File: src/rtl/mc_presence_resp.sv
module mc_presence_resp #(
  parameter int          DW       = 8,
  parameter logic [7:0]  ADDR     = 8'h81,
  parameter logic [7:0]  FLAG_A   = 8'h04,
  parameter logic [7:0]  FLAG_B   = 8'h08,
  parameter logic [7:0]  FLAG_C   = 8'h00,
  parameter logic [7:0]  BODY_1   = 8'h00,
  parameter logic [7:0]  BODY_2   = 8'h5A,
  parameter logic [7:0]  BODY_3   = 8'h5D
) (
  input  logic          clk,
  input  logic          rst_n,
  input  logic          sel,
  input  logic          inserted,
  input  logic          rx_valid,
  input  logic [DW-1:0] rx_byte,
  output logic          tx_valid,
  output logic [DW-1:0] tx_byte,
  output logic          ack
);
  localparam logic [DW-1:0] IDLE = {DW{1'b1}};
  localparam logic [1:0]    LAST = 2'd3;

  logic [1:0] pos;
  logic       done;
  logic [1:0] boot;

  wire take    = rx_valid && sel;
  wire live    = inserted && !done;
  wire addr_ok = (pos == 2'd0) && (rx_byte == ADDR);
  wire accept  = live && ((pos != 2'd0) || addr_ok);

  logic [DW-1:0] flag;
  logic [DW-1:0] reply;

  always_comb begin
    case (boot)
      2'd0:    flag = FLAG_A;
      2'd1:    flag = FLAG_B;
      default: flag = FLAG_C;
    endcase
  end

  always_comb begin
    reply = IDLE;
    if (accept) begin
      case (pos)
        2'd0:    reply = flag;
        2'd1:    reply = BODY_1;
        2'd2:    reply = BODY_2;
        default: reply = BODY_3;
      endcase
    end
  end

  always_ff @(posedge clk) begin
    if (!rst_n) begin
      pos  <= 2'd0;
      done <= 1'b0;
    end else if (!sel) begin
      pos  <= 2'd0;
      done <= 1'b0;
    end else if (take) begin
      if (!accept || pos == LAST) done <= 1'b1;
      else                        pos  <= pos + 2'd1;
    end
  end

  always_ff @(posedge clk) begin
    if (!rst_n || !inserted)
      boot <= 2'd0;
    else if (take && accept && pos == 2'd0 && boot != 2'd2)
      boot <= boot + 2'd1;
  end

  always_ff @(posedge clk) begin
    if (!rst_n) begin
      tx_valid <= 1'b0;
      tx_byte  <= IDLE;
      ack      <= 1'b0;
    end else begin
      tx_valid <= take;
      ack      <= take && accept && (pos != LAST);
      if (take) tx_byte <= reply;
    end
  end
endmodule


File: config.mk
export PLATFORM = sky130hd
export DESIGN_NAME = mc_presence_resp
export DESIGN_NICKNAME = d
export VERILOG_FILES = /design/src/rtl/mc_presence_resp.sv
export SDC_FILE = /design/constraint.sdc
export NUM_CORES = 1
export LEC_CHECK = 0
export ABC_AREA = 0
export BUFFER_PORTS_ARGS = -buffer_cell sky130_fd_sc_hd__clkbuf_2
export CAP_MARGIN = 20
export CELL_PAD_IN_SITES_DETAIL_PLACEMENT = 1
export CELL_PAD_IN_SITES_GLOBAL_PLACEMENT = 1
export CORE_ASPECT_RATIO = 0.7
export CORE_UTILIZATION = 31
export DETAILED_ROUTE_END_ITERATION = 12
export GPL_TIMING_DRIVEN = 0
export PLACE_DENSITY_LB_ADDON = 0.25
export SLEW_MARGIN = 20
export SYNTH_ARGS = -nofsm -noshare
export SYNTH_HDL_FRONTEND = slang
export SYNTH_SLANG_ARGS = --single-unit
export TNS_END_PERCENT = 30
File: constraint.sdc
create_clock -name clk -period 3.2 [get_ports clk]
set_clock_uncertainty 0.15 [all_clocks]
set_input_delay 0.8 -clock clk [delete_from_list [all_inputs] [get_ports clk]]
set_output_delay 0.8 -clock clk [all_outputs]
set_load 0.02 [all_outputs]
# Word-level counts from Yosys, hierarchy flattened

Index checks and enable logic that the tools add are counted.

Word-level logic and storage cells: 40
Register bits: 15

Eq/ne operators: 7
Reduce and logical (&&, ||, !) cells: 21
Add/subtract/negate cells: 2
Multiplexer cells: 3
Bitwise logic cells: 1

Operators by type and width:

| operator                                             | number |
|---|---|
| case mux 8 bit (3 select lines)                      | 1 |
| equality test 8 bit (second input constant)          | 1 |
| logical AND 1 bit                                    | 8 |
| 2-to-1 mux 8 bit                                     | 1 |
| case mux 4 bit (2 select lines)                      | 1 |
| AND reduction 2 bit                                  | 3 |
| adder 2 x 1 -> 2 bit (second input constant)         | 2 |
| equality test 2 x 1 -> 1 bit (second input constant) | 2 |
| equality test 2 bit (second input constant)          | 2 |
| logical NOT 1 bit                                    | 4 |
| logical NOT 2 bit                                    | 2 |
| != test 2 bit (second input constant)                | 2 |
| logical OR 1 bit                                     | 3 |
| nonzero test 2 bit                                   | 1 |
| NOT 1 bit                                            | 1 |

# Longest topological paths before layout

Gate-level depths: netlist of the first run.

Depth after elaboration: 8
Mapped depth: 6
Depth with buffers taken out: 6

# Worst setup path after synthesis of the first run

OpenSTA, ideal clock, no wires.

Kind: input to register
Start point: in rx_byte[1]
End point: reg tx_byte[2]
Setup slack: 1261 ps
Setup time: 122 ps
Data required time: 2928 ps
Arrival: 1667 ps
Stages on the path: 4
Buffers on the path: 0
Cell sequence: nor4b_4 a21bo_4 nand2_4 o32a_1

Longest elaborated chain between the ends: 5

RTL lines:

| element              | line | source |
|---|---|---|
| start, declared      | 16   | `input logic [DW-1:0] rx_byte,` |
| equality test 8 bit  | 30   | `wire addr_ok = (pos == 2'd0) && (rx_byte == ADDR);` |
| logical AND 1 bit    | 30   |  |
| logical OR 1 bit     | 31   | `wire accept = live && ((pos != 2'd0) \|\| addr_ok);` |
| logical AND 1 bit    | 31   |  |
| 2-to-1 mux 8 bit     | 46   | `if (accept) begin` |
| end signal, assigned | 84   | `if (take) tx_byte <= reply;` |
| end, declared        | 18   | `output logic [DW-1:0] tx_byte,` |

Every way passes these cells.
A chain may end at the register's enable or synchronous reset.

# Worst setup path after layout of the first run

Start point: reg tx_byte[6]
End point: out tx_byte[6]

No word-level cell between the ends.

==> results of run 1 <==
-- logic make-up (layout without fill, tap and decap cells) --
logic type | after synthesis | in the layout | share of synthesized area [%]
fa+ha+maj | 6 | 6 | 11.1
buf+inv | 8 | 34 | 5.56
simple gates | 20 | 20 | 22.6
compound gates | 16 | 16 | 19.3
flops | 13 | 13 | 38.6
mux | 1 | 1 | 1.48
xor+xnor | 1 | 1 | 1.30
-- through the flow --
stage | instance area, um2 | total power (uW)
finish | 840 | 291
global route | 840 | 305
CTS | 840 | 293
detailed placement | 812 | 193
global placement | 812 | 192
floorplan | 674 | 179
-- worst max-delay path by stage --
stage	startpoint	depth (start not counted)	end	slack (ns)
3_3_place_gp	rx_byte[1]	5	tx_byte[2]	1.08
3_5_place_dp	rx_byte[1]	5	tx_byte[3]	1.07
4_1_cts	tx_byte[6]	2	tx_byte[6]	1.34
6_report	tx_byte[6]	2	tx_byte[6]	1.35
5_1_grt	rx_byte[1]	5	tx_byte[3]	1.29
2_1_floorplan	rx_byte[1]	4	tx_byte[2]	1.26
-- worst max-delay path, cell delays in order (launching register included) --
cell      delay, ns
dfxtp_1        0.36
buf_4          0.12
clkbuf_2       0.15
-- cell usage after synthesis (all sizes together) --
cell type   n
o21ai       3
nand4       1
nand2       5
o22a        3
nor4b       2
o21a        1
and3b       1
buf         2
ha          6
and2b       1
o221a       1
a21bo       1
mux2i       1
a21boi      3
a21oi       2
nand3b      1
nand3       4
and4b       1
xnor2       1
and2        1
o32a        2
dfxtp      13
inv         6
nor2        3
-- flip-flops by register name, indices dropped and copies added (netlist names) --
register	count
tx_byte	6
boot	2
pos	2
ack	1
done	1
tx_valid	1
-- layer usage --
| layer | part of all wire [%] | vias up |
|---|---|---|
| met2 | 45 | 13 |
| met5 | 0 | - |
| met1 | 49 | 263 |
| li1 | - | 282 |
| met3 | 5.2 | 2 |
| met4 | 0.42 | 0 |
-- cell type report --
class | count | share of cell area, %
Buffer | 2 | 1.79
Clock buffer | 3 | 2.68
Sequential cell | 13 | 31.0
Multi-Input combinational cell | 44 | 44.9
Timing Repair Buffer | 22 | 13.1
Tap cell | 22 | 3.28
Inverter | 6 | 2.68
Clock inverter | 1 | 0.596
-- where the power goes --
| part | internal, uW | total, uW | switching (uW) | leakage (uW) |
|---|---|---|---|---|
| sequential | 163 | 163 | 0.409 | 0.000105 |
| clock | 46.3 | 102 | 55.4 | 0.0000177 |
| combinational | 11.9 | 25.7 | 13.7 | 0.000271 |
| total | 221 | 291 | 69.6 | 0.000394 |
==> results.md, run 1 <==
* Final GP Congestion at between 0.7 and 0.8
* Chip width at 57.7 um
* Height of the chip at 41.0 um
* Clk pin slew, worst setup/hold paths at ~0.08 ns
* # rows at 13
* Max-Cap Viols at 0
* Busiest grt layer: met2
* TritonCTS buffer count at 3
* Setup Fix Bufs, Post-CTS at 0
* Yosys cell types at 26
* Drt wl/cell at 12.6 um
* Setup ws final at roughly 1.3 ns
* Power per cell area at 346 nW/um2
* Synth Register Bits at 13
* Layout cells sized above 1 at 38.5%
* # fillers at 238
* Final Non-Filler Cells at between 100 and 150
* Core area at between 1500 and 2000 um2
* Worst setup EP type: output port
* Max clock buf depth at 2
* Leading cell type in the layout, fill and taps excluded: clkbuf_2
* Placed cells at about 110
* Place WS at roughly 1.1 ns
* Vias per cell at ~5.0
* Nets at 111
* Worst hold path startpoint: tx_byte[0]
* Met1 Usage GRT at between 10% and 20%
* Hold Crit Class: flop to flop
* Root Driver: clkbuf_4
* Leak at ~0.00039 uW
* Area leader, netlist: dfxtp_1
* Die ar. at ~2400 um2
* Multi-input logic area at between 300 and 400 um2
* RSZ-0062 raised after global routing: no
* Ys Warns at 0
* Layout Utilization at between 40% and 50%
* Initial antenna violation count at 0
* Syn_nets at 84
* IO Pins at 23
* Later-pin clock latency in the skew report at approximately 0.28 ns
* Failing checks: design-rule violations
* Routed wire length at 1.42 mm
* Final setup vio count at 0
* Setup TNS at 0 ns
* Crit path kind: flop to output port
* Fin. Hold Viols at 0
* GR Util All Layers at between 10% and 20%
* Vias post-DR at between 500 and 600
* Cell area after synthesis at 674 um2
* Most frequent cells in the layout: clkbuf_2 (22), dfxtp_1 (13), inv_1 (6), ha_1 (6)
* Worst Tran Pin Value at between 0.2 and 0.3 ns
* Worst reg-to-reg path cell count at 5
* Syn-to-layout area delta at 24.5%
* WP data arrival at approximately 0.90 ns
* Tcrit/Tclk final at 57.9%
* Status: finished with violations
* Vias in the first global route at 540
* CTS tree: built
* Worst r2r dst: tx_byte[2]
* Hpwl dp at 1.19 mm
* DRT Pass-1 Iters at 7
* Global-route wire length before repair at between 2 and 2.5 mm
* Synth top area share at roughly 39%
* Grt ovf at 0
* Hold Path Sink: tx_byte[0]
* Sequential area share after synthesis at 38.6%
* # resized after CTS at 0
* Dominant cells by area after synthesis: dfxtp_1 (39%), ha_1 (11%), nor4b_4 (7.1%), a21boi_0 (3.3%), inv_1 (3.3%)
* CP Launch Type: flop
* Crit path required time at approximately 2.3 ns
* Max Clk Rate at between 500 and 600 MHz
* Pin count of the biggest net entering global routing at 9
* Met3 usage at approximately 6.3%
* Final period demand of the worst path at ~1.9 ns
* FF-to-FF setup slack at roughly 1.6 ns
* Detail Route Antenna Nets at 0
* Initial Utilization at roughly a third
* Hold Path Depth at 1
* Met2 GRT Util at between 20% and 30%
* Reg-to-Reg Start: pos[1]
* Final hold slack at between 0.3 and 0.4 ns
* Worst VDD drop at 0.172 mV
* H-tree depth at 1
* Fin. max-slew vios at 0
* Hold-fix buffers, CTS at 0
* Syn_area_per_cell at 10.4 um2
* DRC violations left at 2
* Max-slew headroom at between 80% and 90%
* Iter 0 DRT Violations at 16
* Sink Count at 13
* # diodes at 0
* CP Max Fanout at 3
* Post-Syn Instances at 65
* PortBufs at 22
* FF+latch area at 260 um2
No activity file was read; power rests on OpenSTA's default activity.
==> run 2, diff against run 1 <==
==> constraint.sdc (replaced) <==
create_clock -name clk -period 1.71 [get_ports clk]
set_clock_uncertainty 0.15 [all_clocks]
set_input_delay 0.4275 -clock clk [delete_from_list [all_inputs] [get_ports clk]]
set_output_delay 0.4275 -clock clk [all_outputs]
set_load 0.02 [all_outputs]
==> results.md, run 2 (synthesized netlist as in run 1, its figures left out) <==
* Status: finished with violations
* Failing checks: design-rule violations
* Max Clk Rate at roughly 630 MHz
* Largest regs: tx_byte: 6 flops, boot: 2 flops, pos: 2 flops
* Hold Crit Class: input port to flop
* Layout Utilization at 43.3% (+0.26 points)
* Multi-input logic area at 379 um2 (+0.66%)
* Tcrit/Tclk final at between 90% and 100%
* Iter 0 DRT Violations at 14 (-2)
* Routed wire length at 1.42 mm (about the same)
* Max-Cap Viols at 0 (unchanged)
* Later-pin clock latency in the skew report at 0.28 ns (about the same)
* Worst VDD drop at 0.322 mV (+87%)
* Pin count of the biggest net entering global routing at 9 (unchanged)
* Leading cell type in the layout, fill and taps excluded: clkbuf_2
* PortBufs at 22 (unchanged)
* Vias per cell at 5.01 (+1.1%)
* Final hold slack at 0.243 ns (-0.0757 ns)
* Place WS at -0.0446 ns (-1.12 ns)
* # rows at 13 (unchanged)
* Most frequent cells in the layout: clkbuf_2 (22), dfxtp_1 (11), inv_1 (6), ha_1 (5)
* Initial antenna violation count at 0 (unchanged)
* Grt ovf at 0 (unchanged)
* # diodes at 0 (unchanged)
* Busiest grt layer: met2
* Leak at 0.000394 uW (about the same)
* Clk pin slew, worst setup/hold paths at 0.08 ns (about the same)
* Root Driver: clkbuf_4
* Max clock buf depth at 2 (unchanged)
* Height of the chip at 41.0 um (unchanged)
* WP data arrival at 1.60 ns (+0.70 ns)
* Most flop-heavy register: tx_byte
* Initial Utilization at 34.6% (unchanged)
* Vias in the first global route at 540 (unchanged)
* CTS tree: built
* Die ar. at 2370 um2 (unchanged)
* IO Pins at 23 (unchanged)
* FF+latch area at 263 um2 (+0.96%)
* Fin. Hold Viols at 0 (unchanged)
* Final Non-Filler Cells at 113 (unchanged)
* Sink Count at 13 (unchanged)
* Global-route wire length before repair at 2.33 mm (unchanged)
* Final setup vio count at 0 (unchanged)
* CP Launch Type: flop
* TritonCTS buffer count at 3 (unchanged)
* Core area at 1950 um2 (unchanged)
* Worst Tran Pin Value at 0.273 ns (-0.00280 ns)
* Worst setup EP type: flop
* GR Util All Layers at 14.1% (unchanged)
* Detail Route Antenna Nets at 0 (unchanged)
* # fillers at 239 (+0.42%)
* Nets at 111 (unchanged)
* Max-slew headroom at 81.7% (+0.10 points)
* Final period demand of the worst path at between 1.5 and 2 ns
* Setup ws final at 0.133 ns (-1.21 ns)
* Crit path required time at 1.73 ns (-0.52 ns)
* Drt wl/cell at 12.6 um (about the same)
* Met1 Usage GRT at 16.8% (unchanged)
* Chip width at 57.7 um (unchanged)
* Met3 usage at 6.31% (unchanged)
* Final GP Congestion at 0.737 (unchanged)
* H-tree depth at 1 (unchanged)
* Hpwl dp at 1.19 mm (unchanged)
* DRT Pass-1 Iters at 8 (+1)
* Placed cells at 109 (unchanged)
* DRC violations left at 2 (unchanged)
* CP Max Fanout at 6 (+3)
* Hold-fix buffers, CTS at 0 (unchanged)
* Vias post-DR at 566 (+1.1%)
* Layout cells sized above 1 at 41.8% (+3.3 points)
* Met2 GRT Util at 23.5% (unchanged)
* Syn-to-layout area delta at 25.2%
* Power per cell area at 644 nW/um2 (+86%)
* Crit path kind: flop to flop
* Max FFs per register at 6 (unchanged)
* Fin. max-slew vios at 0 (unchanged)
* RSZ-0062 raised after global routing: no
[run 2: worst max-delay path: stages, from the launching register on]
cell	delay, ns
dfxtp_1	0.35
inv_1	0.11
ha_2	0.24
and4b_1	0.19
nand4_1	0.16
xnor2_1	0.22
nor2_1	0.05
[run 2: final timing paths]
kind	startpoint	endpoint	slack (ns)	depth (start not counted)
min	inserted	boot[0]	0.24	3
max reg2reg	pos[0]	boot[0]	0.13	6
max	pos[0]	boot[0]	0.13	6
min reg2reg	tx_byte[0]	tx_byte[0]	0.32	1
[run 2: layout make-up]
type / instances / area share (%)
multi-input combinational: 44 / 44.9
clock buffer: 3 / 2.67
tap: 22 / 3.26
sequential: 13 / 31.1
buffer: 2 / 1.78
inverter: 6 / 2.67
timing repair buffer: 22 / 13.0
clock inverter: 1 / 0.593
[run 2: routing by layer]
metal / part of all wire [%] / routed length (um) / vias up
li1: - / - / 282
met1: 48 / 682 / 267
met2: 45 / 643 / 15
met3: 6.3 / 89 / 2
met4: 0.42 / 6 / 0
met5: 0 / 0 / -
[run 2: power breakdown]
part / switching [uW] / internal [uW] / total [uW]
Sequential: 0.764 / 304 / 305
Combinational: 25.7 / 22.3 / 48.0
Clock: 104 / 86.7 / 190
Total: 130 / 413 / 544
[run 2: repair_timing]
| action | in CTS | in global routing |
|---|---|---|
| resized for setup | 0 | 3 |
| endpoints found under the hold margin | 0 | 0 |
| buffers inserted | 0 | 0 |
| endpoints found under the setup margin | 0 | 6 |
[run 2: stage by stage]
stage	area (um2)	total power [uW]	TNS, ns
after floorplan	674	335	0
after global placement	812	359	-0.113
after detailed placement	812	361	-0.146
after CTS	840	548	0
after global routing	845	570	0
final	845	544	0
==> run 3, diff against run 2 <==
--- a/config.mk
+++ b/config.mk
@@ -11,9 +11,8 @@
 export CELL_PAD_IN_SITES_DETAIL_PLACEMENT = 1
 export CELL_PAD_IN_SITES_GLOBAL_PLACEMENT = 1
 export CORE_ASPECT_RATIO = 0.7
-export CORE_UTILIZATION = 31
+export CORE_UTILIZATION = 35
 export DETAILED_ROUTE_END_ITERATION = 12
-export GPL_TIMING_DRIVEN = 0
 export PLACE_DENSITY_LB_ADDON = 0.25
 export SLEW_MARGIN = 20
 export SYNTH_ARGS = -nofsm -noshare
==> results.md, run 3 (synthesized netlist as in run 1, its figures left out) <==
* Nets at 113 (+1.8%)
* Worst reg-to-reg path cell count at 5 (-1)
* Worst r2r dst: tx_byte[1]
* Vias in the first global route at 612 (+13%)
* Max-Cap Viols at 0 (unchanged)
* Power per cell area at 639 nW/um2 (-0.69%)
* Pin count of the biggest net entering global routing at 8 (-1)
* GR Util All Layers at 19.4% (+5.2 points)
* Grt ovf at 0 (unchanged)
* Critical path depth in cells at 5 (-1)
* FF-to-FF setup slack at 0.15 ns (+0.02 ns)
* Hpwl dp at 1.37 mm (+15%)
* Vias post-DR at 582 (+2.8%)
* Iter 0 DRT Violations at 10 (-4)
* TritonCTS buffer count at 3 (unchanged)
* Drt wl/cell at 14.5 um (+15%)
* Final GP Congestion at 0.809 (+9.7%)
* CTS tree: built
* # diodes at 0 (unchanged)
* CP bufs+invs at 1 (unchanged)
* Detail Route Antenna Nets at 0 (unchanged)
* RSZ-0062 raised after global routing: no
* CP Launch Type: flop
* Initial Utilization at 39.7% (+5.2 points)
* Overall Power at 553 uW (+1.7%)
* Max incr delay on CP at 0.38 ns (+0.03 ns)
* Core area at 1700 um2 (-13%)
* Fin. max-slew vios at 0 (unchanged)
* # rows at 12 (-1)
* Leak at 0.000405 uW (+2.7%)
* Worst VDD drop at 0.443 mV (+38%)
* Max clock buf depth at 2 (unchanged)
* Reg-to-Reg Start: pos[0]
* Chip width at 54.5 um (-5.7%)
* # fillers at 214 (-10%)
* Crit path cell chain: inv_1 -> ha_4 -> a21bo_4 -> nand2_4 -> o32a_1
* Most flop-heavy register: tx_byte
* Vias per cell at 5.11 (+1.9%)
* IO Pins at 23 (unchanged)
* CP Max Fanout at 6 (unchanged)
* WP data arrival at 1.58 ns (-0.02 ns)
* Clk pin slew, worst setup/hold paths at 0.08 ns (about the same)
* Root Driver: clkbuf_4
* Largest regs: tx_byte: 6 flops, boot: 2 flops, pos: 2 flops
* Later-pin clock latency in the skew report at 0.28 ns (about the same)
* Crit path max-delay family: compound AO/OA/AOI/OAI gates
* Tcrit/Tclk final at 91.2% (-1.1 points)
* Height of the chip at 38.7 um (-5.6%)
* Max FFs per register at 6 (unchanged)
* Max Clk Rate at 641 MHz (+1.2%)
* Crit path kind: flop to flop
* Syn-to-layout area delta at 28.2%
* Worst setup EP type: flop
* Most frequent cells in the layout: clkbuf_2 (22), dfxtp_1 (13), inv_1 (6), ha_1 (5)
* PortBufs at 22 (unchanged)
* Initial antenna violation count at 0 (unchanged)
* Global-route wire length before repair at 2.74 mm (+18%)
* Critical Path Sink: tx_byte[1]
* Crit path required time at 1.73 ns (about the same)
* Status: complete, no violations
* Max-slew headroom at 82.7% (+1.1 points)
* Hold Crit Class: input port to flop
* Setup TNS at 0 ns (unchanged)
* Crit path max-delay cell type: dfxtp_1
* DRT Pass-1 Iters at 4 (-4)
* Sink Count at 13 (unchanged)
* Fin. Hold Viols at 0 (unchanged)
* H-tree depth at 1 (unchanged)
* Die ar. at 2110 um2 (-11%)
* Worst Tran Pin Value at 0.258 ns (-0.0144 ns)
* Final setup vio count at 0 (unchanged)
* DRC violations left at 0 (-2)
* Final hold slack at 0.257 ns (+0.0132 ns)
* Hold-fix buffers, CTS at 0 (unchanged)
* Crit path from: pos[0]
* Layout cells sized above 1 at 39.8% (-2.0 points)
* Final period demand of the worst path at 1.56 ns (-0.0183 ns)
* Leading cell type in the layout, fill and taps excluded: clkbuf_2
* Routed wire length at 1.65 mm (+16%)
-- run 3: changes by cell type in the layout (fill, tap and decap cells not counted), sizes merged --
cell    before  now
buf          2    4
clkbuf      25   26
clkinv       1    0
-- run 3: power by group --
part / leakage (uW) / internal [uW] / switching (uW)
clock network: 0.0000150 / 90.7 / 105
registers: 0.000105 / 305 / 0.778
logic: 0.000284 / 24.8 / 26.9
-- run 3: worst min-delay path by stage --
stage               start    endpoint  slack, ns  depth (start not counted)
6_report         inserted     boot[1]       0.26                          3
5_1_grt          inserted     boot[1]       0.27                          3
4_1_cts          inserted     boot[1]       0.25                          3
3_5_place_dp   tx_byte[0]  tx_byte[0]       0.31                          1
3_3_place_gp   tx_byte[3]  tx_byte[3]       0.31                          1
2_1_floorplan      pos[0]      pos[0]       0.34                          2
-- run 3: per-stage QoR --
step / worst slack (ns) / utilization [%] / instance area, um2 / instances
after global placement: 0.0158 / 48.7 / 826 / 110
after detailed placement: -0.0352 / 48.7 / 826 / 110
after global routing: 0.0230 / 51.0 / 865 / 114
after CTS: 0.0788 / 50.2 / 852 / 114
final: 0.151 / 51.0 / 865 / 114
after floorplan: 0.143 / - / 674 / 65
-- run 3: metal layers --
layer / share of wire (%) / vias to the layer above / global-route usage, %
met5: 0 / - / 0
met4: 0 / 0 / 7.69
met3: 4.7 / 0 / 7.45
met2: 51 / 14 / 31.7
met1: 45 / 280 / 22.7
li1: - / 288 / -
-- run 3: what timing repair did --
item | CTS | global route
resized for setup | 0 | 2
endpoints found under the setup margin | 0 | 6
setup buffers | 0 | 0
-- run 3: worst min-delay path: stages --
cell      delay [ns]
clkbuf_2        0.10
nand2_1         0.08
nor2_1          0.05
-- run 3: final cells by class --
type,count,area (um2),share of cell area (%)
clock buffer,4,26.3,3.04
tap,21,26.3,3.04
multi-input combinational,44,389,45.0
timing repair buffer,26,140,16.2
sequential,13,260,30.1
inverter,6,22.5,2.60
